**config.mk**
```make
export PLATFORM = sky130hd
export DESIGN_NAME = ipi_mbox_unit
export DESIGN_NICKNAME = d
export VERILOG_FILES = /design/src/rtl/ipi_pkg.sv /design/src/rtl/ipi_cmd_decode.sv /design/src/rtl/ipi_byte_merge.sv /design/src/rtl/ipi_core_bank.sv /design/src/rtl/ipi_mbox_unit.sv
export SDC_FILE = /design/constraint.sdc
export NUM_CORES = 2
export LEC_CHECK = 0
export BUFFER_PORTS_ARGS = -buffer_cell sky130_fd_sc_hd__buf_2
export CAP_MARGIN = 0
export CORE_MARGIN = 2
export CORE_UTILIZATION = 40
export CTS_CLUSTER_DIAMETER = 150
export CTS_CLUSTER_SIZE = 12
export DETAILED_ROUTE_END_ITERATION = 10
export SYNTH_ARGS = -nofsm -noshare
export SYNTH_HDL_FRONTEND = slang
export SYNTH_HIERARCHICAL = 1
export SYNTH_SLANG_ARGS = --single-unit
```
**constraint.sdc**
```tcl
create_clock -name clk -period 3.6 [get_ports clk]
set_input_delay 0.18 -clock clk [delete_from_list [all_inputs] [get_ports clk]]
set_output_delay 0.18 -clock clk [all_outputs]
set_load 0.01 [all_outputs]
```
**src/rtl/ipi_pkg.sv**
```systemverilog
// Shared constants and types for the inter-processor interrupt and mailbox
// controller. Assumes a 12-bit window offset and 32-bit register words.
package ipi_pkg;
    localparam int WORD_W   = 32;
    localparam int CORE_FW  = 10;
    localparam int NMAIL    = 8;
    localparam int SLOT_W   = 3;
    localparam int KEEP_W   = WORD_W / 8;

    localparam logic [11:0] OFF_ENABLE = 12'h004;
    localparam logic [11:0] OFF_STATUS = 12'h008;
    localparam logic [11:0] OFF_SET    = 12'h00C;
    localparam logic [11:0] OFF_CLEAR  = 12'h010;
    localparam logic [11:0] OFF_MAIL0  = 12'h020;
    localparam logic [11:0] OFF_SEND   = 12'h040;
    localparam logic [11:0] OFF_MSEND  = 12'h048;

    typedef enum logic [2:0] {
        ACT_NONE = 3'd0,
        ACT_EN   = 3'd1,
        ACT_SET  = 3'd2,
        ACT_CLR  = 3'd3,
        ACT_IPI  = 3'd4,
        ACT_MAIL = 3'd5
    } act_e;

    typedef struct packed {
        act_e                act;
        logic [CORE_FW-1:0]  tgt;
        logic [4:0]          vec;
        logic [SLOT_W-1:0]   slot;
        logic [KEEP_W-1:0]   keep;
        logic [WORD_W-1:0]   pay;
        logic [WORD_W-1:0]   wdata;
    } cmd_t;
endpackage

```
**src/rtl/ipi_cmd_decode.sv**
```systemverilog
// Command decoder: classifies a write by size and offset and extracts the
// command fields. Pure combinational; assumes 4-byte aligned offsets.
module ipi_cmd_decode
    import ipi_pkg::*;
(
    input  logic        wide,
    input  logic [11:0] addr,
    input  logic [63:0] data,
    output cmd_t        cmd
);
    // Field extraction and size/offset filtering.
    always_comb begin
        cmd       = '0;
        cmd.wdata = data[31:0];
        cmd.tgt   = data[25:16];
        cmd.vec   = data[4:0];
        cmd.slot  = data[4:2];
        cmd.keep  = data[30:27];
        cmd.pay   = data[63:32];
        if (wide) begin
            if (addr == OFF_MSEND) cmd.act = ACT_MAIL;
        end else begin
            unique case (addr)
                OFF_ENABLE: cmd.act = ACT_EN;
                OFF_SET:    cmd.act = ACT_SET;
                OFF_CLEAR:  cmd.act = ACT_CLR;
                OFF_SEND:   cmd.act = ACT_IPI;
                default:    cmd.act = ACT_NONE;
            endcase
        end
    end
endmodule

```
**src/rtl/ipi_byte_merge.sv**
```systemverilog
// Byte merge: for each byte lane, a set keep bit selects the old byte,
// a clear keep bit selects the new byte. Combinational.
module ipi_byte_merge #(
    parameter int NBYTES = 4
) (
    input  logic [NBYTES-1:0]   keep,
    input  logic [NBYTES*8-1:0] old_w,
    input  logic [NBYTES*8-1:0] new_w,
    output logic [NBYTES*8-1:0] merged
);
    for (genvar b = 0; b < NBYTES; b++) begin : g_lane
        // Per-lane select.
        assign merged[b*8 +: 8] = keep[b] ? old_w[b*8 +: 8] : new_w[b*8 +: 8];
    end
endmodule

```
**src/rtl/ipi_core_bank.sv**
```systemverilog
// One core's register bank: status, enable and mailbox slots. Assumes the
// caller raises at most one of set/clear/enable/mailbox writes per cycle
// per source, with set applied after clear.
module ipi_core_bank #(
    parameter int NSLOT = 8,
    parameter int WW    = 32
) (
    input  logic                   clk,
    input  logic                   rst_n,
    input  logic                   en_we,
    input  logic [WW-1:0]          en_d,
    input  logic [WW-1:0]          st_set,
    input  logic [WW-1:0]          st_clr,
    input  logic                   mb_we,
    input  logic [$clog2(NSLOT)-1:0] mb_slot,
    input  logic [WW-1:0]          mb_d,
    output logic [WW-1:0]          status,
    output logic [WW-1:0]          enable,
    output logic [NSLOT*WW-1:0]    mb_flat,
    output logic                   irq
);
    localparam int SW = $clog2(NSLOT);

    // Status and enable registers.
    always_ff @(posedge clk) begin
        if (!rst_n) begin
            status <= '0;
            enable <= '0;
        end else begin
            status <= (status & ~st_clr) | st_set;
            if (en_we) enable <= en_d;
        end
    end

    for (genvar s = 0; s < NSLOT; s++) begin : g_slot
        // Mailbox slot register.
        always_ff @(posedge clk) begin
            if (!rst_n) mb_flat[s*WW +: WW] <= '0;
            else if (mb_we && mb_slot == SW'(s)) mb_flat[s*WW +: WW] <= mb_d;
        end
    end

    // Interrupt request from enabled status bits.
    assign irq = |(status & enable);
endmodule

```
**src/rtl/ipi_mbox_unit.sv**
```systemverilog
// Top of the inter-processor interrupt and mailbox controller. Accepts one
// command per cycle, stalls one cycle for masked mailbox merges, and offers
// a combinational read port into any core's bank. Assumes aligned offsets.
module ipi_mbox_unit
    import ipi_pkg::*;
#(
    parameter int NCORES = 4
) (
    input  logic              clk,
    input  logic              rst_n,
    input  logic              cmd_valid,
    output logic              cmd_ready,
    input  logic              cmd_wide,
    input  logic [9:0]        cmd_src,
    input  logic [11:0]       cmd_addr,
    input  logic [63:0]       cmd_data,
    input  logic [9:0]        rd_core,
    input  logic [11:0]       rd_addr,
    output logic [31:0]       rd_data,
    output logic [NCORES-1:0] irq
);
    localparam int          CIDX_W = (NCORES > 1) ? $clog2(NCORES) : 1;
    localparam int          MB_W   = NMAIL * WORD_W;
    localparam logic [31:0] NC_U   = NCORES;

    cmd_t               dec;
    logic               acc, tgt_ok, src_ok, rd_ok;
    logic [CIDX_W-1:0]  tgt_idx, src_idx, rd_idx;
    logic               pend_v;
    logic [CIDX_W-1:0]  pend_core;
    logic [SLOT_W-1:0]  pend_slot;
    logic [KEEP_W-1:0]  pend_keep;
    logic [WORD_W-1:0]  pend_pay, old_word, merged;

    logic [WORD_W-1:0]  st_set  [NCORES];
    logic [WORD_W-1:0]  st_clr  [NCORES];
    logic               en_we   [NCORES];
    logic               mb_we   [NCORES];
    logic [SLOT_W-1:0]  mb_slot;
    logic [WORD_W-1:0]  mb_d;
    logic [WORD_W-1:0]  status  [NCORES];
    logic [WORD_W-1:0]  enable  [NCORES];
    logic [MB_W-1:0]    mb_all  [NCORES];
    logic [NCORES*WORD_W-1:0] status_flat;
    logic [NCORES*MB_W-1:0]   mail_flat;

    ipi_cmd_decode u_dec (.wide(cmd_wide), .addr(cmd_addr), .data(cmd_data), .cmd(dec));

    // Handshake and range checks.
    assign cmd_ready = ~pend_v;
    assign acc       = cmd_valid & cmd_ready;
    assign tgt_ok    = 32'(dec.tgt) < NC_U;
    assign src_ok    = 32'(cmd_src) < NC_U;
    assign rd_ok     = 32'(rd_core) < NC_U;
    assign tgt_idx   = dec.tgt[CIDX_W-1:0];
    assign src_idx   = cmd_src[CIDX_W-1:0];
    assign rd_idx    = rd_core[CIDX_W-1:0];

    // Pending merge capture; clears itself one cycle after acceptance.
    always_ff @(posedge clk) begin
        if (!rst_n) begin
            pend_v    <= 1'b0;
            pend_core <= '0;
            pend_slot <= '0;
            pend_keep <= '0;
            pend_pay  <= '0;
        end else begin
            pend_v <= acc && dec.act == ACT_MAIL && tgt_ok && (dec.keep != '0);
            if (acc) begin
                pend_core <= tgt_idx;
                pend_slot <= dec.slot;
                pend_keep <= dec.keep;
                pend_pay  <= dec.pay;
            end
        end
    end

    // Old word of the slot under merge.
    assign old_word = mb_all[pend_core][32'(pend_slot)*WORD_W +: WORD_W];

    ipi_byte_merge #(.NBYTES(KEEP_W)) u_merge (
        .keep(pend_keep), .old_w(old_word), .new_w(pend_pay), .merged(merged));

    // Per-core write strobes from the accepted command or the pending merge.
    always_comb begin
        for (int c = 0; c < NCORES; c++) begin
            st_set[c] = '0;
            st_clr[c] = '0;
            en_we[c]  = 1'b0;
            mb_we[c]  = 1'b0;
        end
        mb_slot = pend_v ? pend_slot : dec.slot;
        mb_d    = pend_v ? merged : dec.pay;
        if (pend_v) begin
            mb_we[pend_core] = 1'b1;
        end else if (acc) begin
            unique case (dec.act)
                ACT_EN:   if (src_ok) en_we[src_idx] = 1'b1;
                ACT_SET:  if (src_ok) st_set[src_idx] = dec.wdata;
                ACT_CLR:  if (src_ok) st_clr[src_idx] = dec.wdata;
                ACT_IPI:  if (tgt_ok) st_set[tgt_idx] = 32'b1 << dec.vec;
                ACT_MAIL: if (tgt_ok && dec.keep == '0) mb_we[tgt_idx] = 1'b1;
                default:  ;
            endcase
        end
    end

    for (genvar c = 0; c < NCORES; c++) begin : g_core
        ipi_core_bank #(.NSLOT(NMAIL), .WW(WORD_W)) u_bank (
            .clk(clk), .rst_n(rst_n),
            .en_we(en_we[c]), .en_d(dec.wdata),
            .st_set(st_set[c]), .st_clr(st_clr[c]),
            .mb_we(mb_we[c]), .mb_slot(mb_slot), .mb_d(mb_d),
            .status(status[c]), .enable(enable[c]),
            .mb_flat(mb_all[c]), .irq(irq[c]));
        assign status_flat[c*WORD_W +: WORD_W] = status[c];
        assign mail_flat[c*MB_W +: MB_W]       = mb_all[c];
    end

    // Read port decode.
    always_comb begin
        rd_data = '0;
        if (rd_ok) begin
            if (rd_addr == OFF_ENABLE)      rd_data = enable[rd_idx];
            else if (rd_addr == OFF_STATUS) rd_data = status[rd_idx];
            else if (rd_addr[11:5] == OFF_MAIL0[11:5] && rd_addr[1:0] == 2'b00)
                rd_data = mb_all[rd_idx][32'(rd_addr[4:2])*WORD_W +: WORD_W];
        end
    end
endmodule

```
==> impl_metrics.py <==
metrics = {
    "clock_network": {
        "cts_buffer_depth": 3,
        "cts_made_buffers": 120,
        "clock_tree.root_cell": "clkbuf_16",
        "path_clk_slew_ps": 70,
        "htree_levels": 3,
        "cts_sinks": 1322,
        "cts_tree": "done",
        "clkLatencyLatePin_ps": 810,
    },
    "logic_synthesis": {
        "synthArstFlopShare": 0,
        "synth_cell_type_count": 61,
        "netlist_instances": 7898,
        "yosys.area_share.simple": 0.186,
        "synth_top_family_by_area": "multiplexers",
        "synth_top_flop_cell": "dfxtp_1",
        "synthAdderAreaFrac": 0,
        "synth_edf_count": 0,
        "syn_avg_cell_area_um2": 9.52,
        "ys_seq_area_frac": 0.352,
        "ys_ff_latch": 1322,
        "yosys-mux-area-fraction": 0.232,
        "ys.warnings.count": 6,
        "synth-xor-area-share": 0.000233,
        "syn_area_um2": 75200,
        "syn_nets": 8010,
        "synth_compound_area_frac": 0.160,
    },
    "power": {
        "vdd_drop_max_mv": 0.444,
        "powerDensity_nw_per_um2": 348,
        "fin_total_pwr_mw": 29.1,
        "leakage_nw": 27.6,
    },
    "run_status": {
        "status": "finished clean",
    },
    "floorplan": {
        "fp.coreArea_um2": 187000,
        "die_w_um": 438,
        "io_pins": 149,
        "start_util": 0.402,
        "die_area_um2": 191000,
        "rows": 159,
        "die_height_um": 438,
    },
    "worst_hold_path": {
        "hold_path_class": "primary input to register",
        "hold_path_depth": 6,
    },
    "critical_path": {
        "crit_type": "register to output pin",
        "rr_worst_depth": 9,
        "cp.required_ps": 3420,
        "crit_slowest_cell": "a221oi_2",
        "cp_max_fo": 3,
        "worst_setup_path_start_kind": "register",
        "crit_arrival_ps": 3370,
        "endpoint_kind": "output pin",
        "crit_chain": "mux4_2, mux2_2, a221oi_2, o311ai_1, buf_2",
        "critPathMaxStageDelay_ps": 610,
    },
    "layout": {
        "n_fill_cell": 17700,
        "nets": 7823,
        "multi_input_area_um2": 43900,
        "area_delta_synth_final_pct": 11.2,
        "regArea_um2": 26500,
        "utilization": 0.447,
        "drive_gt1_frac": 0.231,
    },
    "routing": {
        "drt-wirelength-per-cell_um": 29.1,
        "drtAntennaViolNets": 0,
        "via_per_inst": 6.26,
        "drc": 0,
        "routed_wl_mm": 297,
        "vias": 64000,
        "dr.first_iter.drc_count": 8427,
        "dr.pass1.iters": 6,
    },
    "sta": {
        "skew_ps": 43.8,
        "slew_viol_final": 0,
        "rsz0062_at_grt": "no",
        "relSlewSlack": 0.110,
        "setup_slack_ps": 50.9,
        "hold_viol": 0,
        "worst_pin_slew_ps": 1310,
        "fin_crit_ps": 3550,
        "period_share": 0.986,
        "setup_viol": 0,
        "max_clock_freq_mhz": 282,
    },
    "grt": {
        "grt_overflow": 0,
        "antenna_found_initial": 20,
        "grt_pass1_vias": 61400,
        "grt_pass1_wl_mm": 429,
        "track_usage": 0.301,
        "grt_max_degree": 201,
    },
    "placed_design": {
        "dp_slack_ps": 5.17,
        "io_buffers": 148,
        "place_congestion": 0.920,
        "place_hpwl_mm": 194,
    },
    "run": {
        "max_cap_violations": 0,
    },
}
## power by group
part | switching, mW | internal, mW | leakage (nW)
sequential | 0.0396 | 14.6 | 10.7
clock | 5.90 | 5.97 | 1.55
combinational | 1.57 | 1.00 | 15.4
total | 7.52 | 21.6 | 27.6
## layer usage
metal / vias to the layer above / routed length, um / GRT usage / share of wire
met5: - / 111 / 0 / 0.00037
met1: 32000 / 115000 / 0.388 / 0.39
met2: 3572 / 132000 / 0.461 / 0.45
met3: 919 / 29600 / 0.0673 / 0.10
li1: 27500 / - / - / -
met4: 18 / 19900 / 0.176 / 0.067
## worst max-delay path, delay by kind of cell (launching register included)
| kind | cells | cell delay, ps |
|---|---|---|
| multiplexers | 2 | 820 |
| buffers and inverters | 1 | 300 |
| flip-flops | 1 | 330 |
| AO/OA/AOI/OAI | 2 | 1120 |
## through the flow
step,area (um^2),hold WS [ps],instances,setup TNS [ps]
after floorplan,75200,334,7898,0
after global placement,79700,443,10000,-126
after detailed placement,79700,451,10000,0
after CTS,83600,74.5,10200,0
after global routing,83600,145,10200,0
final,83600,117,10200,0
## cell usage after synthesis (all sizes together) (4+ instances only)
cell	instances	area, um^2
and4bb	12	150
and4b	12	120
a21oi	133	666
nor4	13	96.3
o311ai	32	280
nand4b	12	105
o22ai	17	106
nand4	86	538
o221ai	52	455
or3b	7	61.3
or4	10	75.1
nand2	2138	8370
nor2b	260	1630
mux4	564	12700
mux2	175	2090
a21boi	1065	8450
mux2i	268	2680
nor2	40	150
or4b	5	50.1
and4	5	43.8
nand3b	7	56.3
and2	6	37.5
clkbuf	369	1390
o21a	128	961
a22oi	65	488
a2111oi	8	70.1
dfxtp	1322	26500
buf	590	3860
inv	6	22.5
nand3	260	1300
nor3b	5	37.5
nand4bb	12	135
and3	131	820
a221oi	52	455
nor4b	4	95.1
## final timing paths
check | endpoint | start | slack, ps
hold / removal | g_core[1].u_bank/status[17] | cmd_src[1] | 120
hold reg to reg | g_core[0].u_bank/mb_flat[161] | g_core[0].u_bank/mb_flat[161] | 460
setup reg to reg | g_core[3].u_bank/mb_flat[2] | pend_core[0] | 80
setup / recovery | rd_data[19] | g_core[3].u_bank/mb_flat[179] | 50
## flip-flops by register name (all words and copies together), names as in the netlist
signal                 count
g_core.u_bank/enable     128
g_core.u_bank/mb_flat   1024
g_core.u_bank/status     128
pend_core                  2
pend_keep                  4
pend_pay                  32
pend_slot                  3
pend_v                     1
## area by class of cell
cell class | count | share of cell area
Clock inverter | 5 | 0.00108
Tap cell | 2495 | 0.0373
Multi-Input combinational cell | 5610 | 0.525
Clock buffer | 126 | 0.0367
Timing Repair Buffer | 650 | 0.0826
Inverter | 7 | 0.000314
Sequential cell | 1322 | 0.317
Antenna cell | 6 | 0.000180
## logic make-up after synthesis
kind of cell	Yosys count
and+or+nand+nor	3039
AOI/OAI and AO/OA	1562
DFF	1322
muxes	1007
buffers and inverters	966
xor gates and xnor gates	2
## placed cells by master, fill, tap and decap left out, types with 9 or more instances in the layout
| cell | netlist | final |
|---|---|---|
| nand2_2 | 112 | 113 |
| buf_12 | 12 | 175 |
| mux2i_1 | 268 | 268 |
| or4_1 | 10 | 10 |
| mux2_4 | 32 | 34 |
| mux4_2 | 564 | 564 |
| a21boi_0 | 105 | 105 |
| dfxtp_1 | 1322 | 1316 |
| and3_1 | 131 | 131 |
| dlygate4sd3_1 | 0 | 67 |
| o221ai_1 | 52 | 52 |
| o22ai_1 | 17 | 17 |
| nand4b_1 | 12 | 12 |
| nand4_1 | 86 | 86 |
| a21oi_1 | 133 | 133 |
| nand3_1 | 260 | 260 |
| a21boi_1 | 840 | 840 |
| a21boi_2 | 120 | 120 |
| a221oi_1 | 52 | 49 |
| buf_4 | 246 | 260 |
| clkbuf_16 | 0 | 122 |
| o311ai_1 | 30 | 29 |
| and4b_2 | 0 | 12 |
| and4bb_2 | 12 | 12 |
| nand2_4 | 8 | 9 |
| nor2_1 | 40 | 37 |
| nand2_1 | 2018 | 2016 |
| mux2_2 | 143 | 141 |
| nand4bb_4 | 0 | 12 |
| o21a_1 | 128 | 128 |
| a22oi_1 | 65 | 65 |
| buf_2 | 253 | 144 |
| nor2b_1 | 260 | 256 |
## timing repair
| action | in CTS | in global routing |
|---|---|---|
| resized for setup | 2 | 4 |
| buffers inserted | 0 | 0 |
| cloned | 0 | 0 |
| hold buffers | 67 | 0 |
| endpoints found under the hold margin | 329 | 0 |
| setup endpoints to repair | 2 | 34 |
| pin swaps | 0 | 1 |
No activity file was read; power rests on OpenSTA's default activity.
